**config.mk**
```make
export PLATFORM = sky130hd
export DESIGN_NAME = fdc_irq_tracker
export DESIGN_NICKNAME = d
export VERILOG_FILES = /design/src/rtl/fdc_irq_pkg.sv /design/src/rtl/fdc_drive_evt.sv /design/src/rtl/fdc_evt_arbiter.sv /design/src/rtl/fdc_data_irq.sv /design/src/rtl/fdc_irq_tracker.sv
export SDC_FILE = /design/constraint.sdc
export NUM_CORES = 1
export LEC_CHECK = 0
export BUFFER_PORTS_ARGS = -buffer_cell sky130_fd_sc_hd__buf_2
export CAP_MARGIN = 20
export CORE_MARGIN = 2
export CORE_UTILIZATION = 25
export CTS_BUF_LIST = sky130_fd_sc_hd__clkbuf_8
export DETAILED_ROUTE_END_ITERATION = 16
export PLACE_DENSITY = 0.46
export SYNTH_ARGS = -nofsm -noshare
export SYNTH_HDL_FRONTEND = slang
export SYNTH_SLANG_ARGS = --single-unit
```
**constraint.sdc**
```tcl
create_clock -name clk -period 1.88 [get_ports clk]
set_input_delay 0.188 -clock clk [delete_from_list [all_inputs] [get_ports clk]]
set_output_delay 0.188 -clock clk [all_outputs]
set_load 0.01 [all_outputs]
```
**src/rtl/fdc_irq_pkg.sv**
```systemverilog
package fdc_irq_pkg;
  typedef enum logic [1:0] {
    TERM_NORMAL   = 2'b00,
    TERM_ABNORMAL = 2'b01,
    TERM_INVALID  = 2'b10,
    TERM_READY    = 2'b11
  } term_e;

  // Status byte: {term[1:0], seek_end, eq_chk, 2'b00, drive[1:0]}
  function automatic logic [7:0] st0_pack(term_e term, logic se, logic ec, logic [1:0] drv);
    return {term, se, ec, 2'b00, drv};
  endfunction
endpackage

```
**src/rtl/fdc_drive_evt.sv**
```systemverilog
module fdc_drive_evt (
  input  logic clk,
  input  logic rst_n,
  input  logic seek_end_i,
  input  logic eq_chk_i,
  input  logic rdy_chg_i,
  input  logic clr_seek_i,
  input  logic clr_rdy_i,
  output logic seek_pend_o,
  output logic seek_fail_o,
  output logic rdy_pend_o
);
  logic seek_pend_q, seek_pend_d;
  logic seek_fail_q, seek_fail_d;
  logic rdy_pend_q, rdy_pend_d;

  always_comb begin
    seek_pend_d = seek_pend_q;
    seek_fail_d = seek_fail_q;
    rdy_pend_d  = rdy_pend_q;
    if (clr_seek_i) begin
      seek_pend_d = 1'b0;
      seek_fail_d = 1'b0;
    end
    if (seek_end_i) begin
      seek_pend_d = 1'b1;
      seek_fail_d = eq_chk_i;
    end
    if (clr_rdy_i) rdy_pend_d = 1'b0;
    if (rdy_chg_i) rdy_pend_d = 1'b1;
  end

  always_ff @(posedge clk or negedge rst_n) begin
    if (!rst_n) begin
      seek_pend_q <= 1'b0;
      seek_fail_q <= 1'b0;
      rdy_pend_q  <= 1'b0;
    end else begin
      seek_pend_q <= seek_pend_d;
      seek_fail_q <= seek_fail_d;
      rdy_pend_q  <= rdy_pend_d;
    end
  end

  assign seek_pend_o = seek_pend_q;
  assign seek_fail_o = seek_fail_q;
  assign rdy_pend_o  = rdy_pend_q;


  seek_set_wins_chk: assert property (@(posedge clk) disable iff (!rst_n)
    seek_end_i |=> seek_pend_o);


  fail_latch_chk: assert property (@(posedge clk) disable iff (!rst_n)
    (seek_end_i && eq_chk_i) |=> (seek_pend_o && seek_fail_o));


  rdy_latch_chk: assert property (@(posedge clk) disable iff (!rst_n)
    rdy_chg_i |=> rdy_pend_o);
endmodule

```
**src/rtl/fdc_evt_arbiter.sv**
```systemverilog
module fdc_evt_arbiter #(
  parameter int NUM_DRIVES = 4,
  localparam int IDX_W = (NUM_DRIVES > 1) ? $clog2(NUM_DRIVES) : 1
) (
  input  logic [NUM_DRIVES-1:0] seek_pend_i,
  input  logic [NUM_DRIVES-1:0] rdy_pend_i,
  output logic                  found_o,
  output logic                  is_seek_o,
  output logic [IDX_W-1:0]      drv_o
);
  // Scan from the top so that the lowest drive wins; seek overrides ready within a drive.
  always_comb begin
    found_o   = 1'b0;
    is_seek_o = 1'b0;
    drv_o     = '0;
    for (int d = NUM_DRIVES - 1; d >= 0; d--) begin
      if (rdy_pend_i[d]) begin
        found_o   = 1'b1;
        is_seek_o = 1'b0;
        drv_o     = IDX_W'(d);
      end
      if (seek_pend_i[d]) begin
        found_o   = 1'b1;
        is_seek_o = 1'b1;
        drv_o     = IDX_W'(d);
      end
    end
  end


  always_comb begin
    if (found_o) begin
      grant_valid_chk: assert (is_seek_o ? seek_pend_i[drv_o] : rdy_pend_i[drv_o]);
    end
  end
endmodule

```
**src/rtl/fdc_data_irq.sv**
```systemverilog
module fdc_data_irq (
  input  logic clk,
  input  logic rst_n,
  input  logic exec_begin_i,
  input  logic xfer_req_i,
  input  logic result_enter_i,
  input  logic host_access_i,
  input  logic sense_i,
  output logic data_irq_o,
  output logic exec_o
);
  logic exec_q, exec_d;
  logic irq_q, irq_d;
  logic irq_set, irq_clr;

  assign irq_set = result_enter_i | (xfer_req_i & exec_q);
  assign irq_clr = host_access_i | sense_i;

  always_comb begin
    exec_d = exec_q;
    if (exec_begin_i)   exec_d = 1'b1;
    if (result_enter_i) exec_d = 1'b0;
    irq_d = irq_q;
    if (irq_clr) irq_d = 1'b0;
    if (irq_set) irq_d = 1'b1;
  end

  always_ff @(posedge clk or negedge rst_n) begin
    if (!rst_n) begin
      exec_q <= 1'b0;
      irq_q  <= 1'b0;
    end else begin
      exec_q <= exec_d;
      irq_q  <= irq_d;
    end
  end

  assign exec_o     = exec_q;
  assign data_irq_o = irq_q;


  result_clears_exec_chk: assert property (@(posedge clk) disable iff (!rst_n)
    result_enter_i |=> (!exec_o && data_irq_o));


  xfer_raises_chk: assert property (@(posedge clk) disable iff (!rst_n)
    (xfer_req_i && exec_o) |=> data_irq_o);


  host_clears_chk: assert property (@(posedge clk) disable iff (!rst_n)
    (host_access_i && !result_enter_i && !xfer_req_i) |=> !data_irq_o);
endmodule

```
**src/rtl/fdc_irq_tracker.sv**
```systemverilog
module fdc_irq_tracker
  import fdc_irq_pkg::*;
#(
  parameter int NUM_DRIVES = 4
) (
  input  logic                  clk,
  input  logic                  rst_n,
  input  logic                  exec_begin_i,
  input  logic                  xfer_req_i,
  input  logic                  result_enter_i,
  input  logic                  host_access_i,
  input  logic                  sense_i,
  input  logic [NUM_DRIVES-1:0] seek_end_i,
  input  logic [NUM_DRIVES-1:0] eq_chk_i,
  input  logic [NUM_DRIVES-1:0] rdy_chg_i,
  output logic                  irq_o,
  output logic                  exec_o,
  output logic [7:0]            st0_o
);
  localparam int IDX_W = (NUM_DRIVES > 1) ? $clog2(NUM_DRIVES) : 1;

  logic [NUM_DRIVES-1:0] seek_pend_w, seek_fail_w, rdy_pend_w;
  logic [NUM_DRIVES-1:0] clr_seek_w, clr_rdy_w;
  logic                  found_w, is_seek_w, data_irq_w;
  logic [IDX_W-1:0]      drv_w;
  logic [7:0]            st0_q, st0_d;

  fdc_data_irq u_data (
    .clk            (clk),
    .rst_n          (rst_n),
    .exec_begin_i   (exec_begin_i),
    .xfer_req_i     (xfer_req_i),
    .result_enter_i (result_enter_i),
    .host_access_i  (host_access_i),
    .sense_i        (sense_i),
    .data_irq_o     (data_irq_w),
    .exec_o         (exec_o)
  );

  for (genvar g = 0; g < NUM_DRIVES; g++) begin : g_drv
    fdc_drive_evt u_evt (
      .clk         (clk),
      .rst_n       (rst_n),
      .seek_end_i  (seek_end_i[g]),
      .eq_chk_i    (eq_chk_i[g]),
      .rdy_chg_i   (rdy_chg_i[g]),
      .clr_seek_i  (clr_seek_w[g]),
      .clr_rdy_i   (clr_rdy_w[g]),
      .seek_pend_o (seek_pend_w[g]),
      .seek_fail_o (seek_fail_w[g]),
      .rdy_pend_o  (rdy_pend_w[g])
    );
  end

  fdc_evt_arbiter #(.NUM_DRIVES(NUM_DRIVES)) u_arb (
    .seek_pend_i (seek_pend_w),
    .rdy_pend_i  (rdy_pend_w),
    .found_o     (found_w),
    .is_seek_o   (is_seek_w),
    .drv_o       (drv_w)
  );

  always_comb begin
    clr_seek_w = '0;
    clr_rdy_w  = '0;
    st0_d      = st0_q;
    if (sense_i) begin
      if (found_w) begin
        if (is_seek_w) begin
          clr_seek_w[drv_w] = 1'b1;
          st0_d = st0_pack(seek_fail_w[drv_w] ? TERM_ABNORMAL : TERM_NORMAL,
                           1'b1, seek_fail_w[drv_w], 2'(drv_w));
        end else begin
          clr_rdy_w[drv_w] = 1'b1;
          st0_d = st0_pack(TERM_READY, 1'b0, 1'b0, 2'(drv_w));
        end
      end else begin
        st0_d = st0_pack(TERM_INVALID, 1'b0, 1'b0, 2'b00);
      end
    end
  end

  always_ff @(posedge clk or negedge rst_n) begin
    if (!rst_n) st0_q <= 8'h00;
    else        st0_q <= st0_d;
  end

  assign st0_o = st0_q;
  assign irq_o = data_irq_w | (|seek_pend_w) | (|rdy_pend_w);


  empty_sense_chk: assert property (@(posedge clk) disable iff (!rst_n)
    (sense_i && !found_w) |=> (st0_o == 8'h80));


  st0_hold_chk: assert property (@(posedge clk) disable iff (!rst_n)
    !sense_i |=> $stable(st0_o));


  drv_field_chk: assert property (@(posedge clk) disable iff (!rst_n)
    (sense_i && found_w) |=> (st0_o[1:0] == 2'($past(drv_w))));


  seek_code_chk: assert property (@(posedge clk) disable iff (!rst_n)
    (sense_i && found_w && is_seek_w) |=> (st0_o[5] && st0_o[7] == 1'b0));
endmodule

```
==> impl_summary.log <==
INFO  metric ys_ff_latch = 20
INFO  metric mean_syn_cell_area = 10.52 um2
INFO  metric cts.reportedPaths.clkPinSlew = 80 ps
INFO  metric timing.setup.tns = 0 ps
INFO  metric grt_first_pass_wirelength = 3270 um
INFO  metric root_buffer = clkbuf_8
INFO  metric critPathMaxStageDelay = 420 ps
INFO  metric ios = 29
INFO  metric grt_usage = 10.04%
INFO  metric drc = 0
INFO  metric cts-buffers-inserted = 3
INFO  metric ys.warnings.count = 0
INFO  metric detail_route.iter0.violations = 20
INFO  metric routed-via-count = 733
INFO  metric fin_worst_hold_slack = 84.29 ps
INFO  metric pin_count_of_the_biggest_net_entering_global_routing = 21
INFO  metric p_per_area = 849.3 nW/um2
INFO  metric die-area = 4297 um2
INFO  metric run_status = finished clean
INFO  metric ant_nets = 0
INFO  metric synthToLayoutAreaGrowth = 25.76%
INFO  metric gr-usage-met2 = 14.80%
INFO  metric power = 0.001012 W
INFO  metric sequential_fraction_of_the_synthesis_area = 52.84%
INFO  metric timing.critical_path.arrival = 1580 ps
INFO  metric cp_max_fo = 7
INFO  metric static-leakage-power = 0.5174 nW
INFO  metric family_with_the_most_delay_on_the_worst_path = simple AND/OR/NAND/NOR gates
INFO  metric wirelength = 1973 um
INFO  metric die_x = 65.55 um
INFO  metric rows = 22
INFO  metric worst_ir_drop_vdd = 0.0002619 V
INFO  metric peak_clock_frequency_supported_by_timing = 0.5669 GHz
INFO  metric initial_antenna_violation_count = 0
INFO  metric grt_setup_unrepaired = no
INFO  metric finalClockSkew = 5.844 ps
INFO  metric holdCritPathClass = in2reg
INFO  metric drt-vias-per-instance = 4.416
INFO  metric layout.nets = 138
INFO  metric critPathRequiredTime = 1690 ps
INFO  metric critical_path_sink_type = primary output
INFO  metric grt_overflow = 0
INFO  metric clockBufferDepth = 2
INFO  metric post_route_cells_drive_above_1_share = 33.90%
INFO  metric globalRoute.busiestLayer = met2
INFO  metric dr.pass1.iters = 4
INFO  metric worstSetupPathType = reg2out
INFO  metric crit_buf_inv = 1
INFO  metric cp_cell_sequence = nor2_2, nand4_1, or2_2, buf_2
INFO  metric post-route-period-util = 93.83%
INFO  metric die_span_y = 65.55 um
INFO  metric met3_usage = 2.055%
INFO  metric coreArea = 3661 um2
INFO  metric clock_insertion_delay_at_the_later_pin_of_the_skew_report = 260 ps
INFO  metric portBuffers = 26
INFO  metric synthDistinctLibCells = 33
INFO  metric report.final.slew_viol_count = 0
INFO  metric crit_path_top_delay_cell = dfrtp_1
INFO  metric timing.final.crit_period = 1764 ps
INFO  metric first_global_vias = 701
INFO  metric post_synth_inst_count = 90
INFO  metric finalSetupViolations = 0
INFO  metric final_core_util = 32.54%
INFO  metric initial_utilization = 25.87%
INFO  metric number_of_hold_violations_in_the_final_report = 0
INFO  metric routedWlPerCell = 11.89 um
INFO  metric gp_routability_congestion = 0.7580
INFO  metric drv_cap = 0
INFO  metric filler_cell_count = 370
INFO  metric critical_path.startpoint_type = flop
INFO  metric grt_use_met1 = 14.03%
INFO  metric tritoncts_clock_tree = done
INFO  metric ctsHtreeMaxLevel = 1
INFO  metric syn_area = 947.2 um2
INFO  metric clock_sink_count = 20
INFO  metric place.detailed.hpwl = 1475 um
INFO  metric antennaDiodeCount = 0
-- final timing paths --
check / slack, ps / to / cells past startpoint / start
min: 80 / u_data.exec_o / 2 / result_enter_i
max in group asynchronous: 1150 / st0_o[7] / 2 / rst_n
max reg2reg: 240 / g_drv[3].u_evt.seek_pend_o / 4 / g_drv[0].u_evt.rdy_pend_o
max: 120 / irq_o / 4 / g_drv[1].u_evt.rdy_pend_o
min in group asynchronous: 410 / g_drv[1].u_evt.seek_pend_o / 2 / rst_n
min reg2reg: 480 / st0_o[7] / 1 / st0_o[7]
-- cell families after synthesis --
logic type | after synthesis | synth area share, %
buf+inv | 8 | 4.886
flops | 20 | 52.84
compound gates | 33 | 25.50
simple gates | 28 | 16.38
other cells | 1 | 0.3959
-- where the power goes --
part,switching [W],internal [W]
registers,0.0000185,0.000456
clock network,0.000149,0.000284
logic,0.0000531,0.0000515
-- Yosys cell counts (all sizes together) --
cell type | number | area [um2]
o2bb2ai | 2 | 17.52
o21bai | 1 | 7.510
o21a | 3 | 22.52
or3b | 1 | 8.760
a22o | 2 | 18.77
conb | 1 | 3.750
nand2 | 8 | 30.03
a31o | 1 | 8.760
nor3b | 1 | 18.77
nor2b | 2 | 12.51
a21o | 5 | 38.79
o311a | 1 | 10.01
o41ai | 1 | 8.760
or2 | 2 | 12.51
or3 | 1 | 6.260
o21ai | 10 | 50.05
inv | 4 | 15.01
o221a | 1 | 11.26
nand4 | 1 | 6.260
o2111ai | 1 | 15.01
a21oi | 2 | 10.01
dfrtp | 20 | 500.5
buf | 4 | 31.27
nor2 | 7 | 28.78
nand2b | 4 | 25.02
o211ai | 2 | 15.01
nor4 | 1 | 6.260
o31ai | 1 | 7.510
-- cells in the final DEF, fill, tap and decap left out --
cell type      netlist  final
a21o_1               4      4
nand2_1              8      8
a31o_2               1      1
a22o_2               1      1
o21bai_1             1      1
o41ai_1              1      1
buf_2                1     26
o2bb2ai_1            2      2
inv_1                4      4
nor4_1               1      1
a21oi_1              2      2
or3_1                1      1
nand4_1              1      1
o211ai_1             2      2
conb_1               1      2
o311a_1              1      1
bufinv_16            0      1
a22o_1               1      1
or2_2                2      2
clkbuf_8             0      3
nand2b_1             4      4
dfrtp_1             20     20
nor2_2               1      1
or3b_2               1      1
o21ai_0             10     10
o21a_1               3      3
o221a_2              1      1
nor2_1               6      6
nor3b_4              1      1
a21o_2               1      1
nor2b_1              2      2
o2111ai_2            1      1
dlygate4sd3_1        0      1
o31ai_1              1      1
-- what timing repair did --
item | CTS | global route
hold buffers | 1 | 0
endpoints found under the hold margin | 20 | 0
gates resized for setup | 0 | 0
endpoints found under the setup margin | 0 | 0
buffers inserted | 0 | 0
-- flip-flops by register name (all words and copies together) (netlist names) --
name                     count
g_drv.u_evt.seek_fail_o      4
st0_o                        6
g_drv.u_evt.seek_pend_o      4
u_data.data_irq_o            1
u_data.exec_o                1
g_drv.u_evt.rdy_pend_o       4
-- area by class of cell --
| class | instances | area (um2) | area share [%] |
|---|---|---|---|
| Tap cell | 48 | 60.06 | 5.042 |
| Inverter | 4 | 15.01 | 1.261 |
| Multi-Input combinational cell | 63 | 404.1 | 33.93 |
| Timing Repair Buffer | 27 | 140.1 | 11.76 |
| Sequential cell | 20 | 500.5 | 42.02 |
| Clock inverter | 1 | 30.03 | 2.521 |
| Clock buffer | 3 | 41.29 | 3.466 |
-- stage by stage --
stage	worst slack, ps	instance area (um2)	cells
3_5_place_dp	257.7	1110	161
3_3_place_gp	323.7	1110	161
6_report	116.0	1191	166
5_1_grt	16.92	1191	166
4_1_cts	114.2	1191	166
2_1_floorplan	402.0	950.9	91
-- per-layer routing --
metal | share of wire, % | vias to the layer above
met1 | 52 | 339
met4 | 0.71 | 0
met3 | 4.5 | 2
met5 | 0 | -
li1 | - | 375
met2 | 43 | 17
No activity file was read; power rests on OpenSTA's default activity.
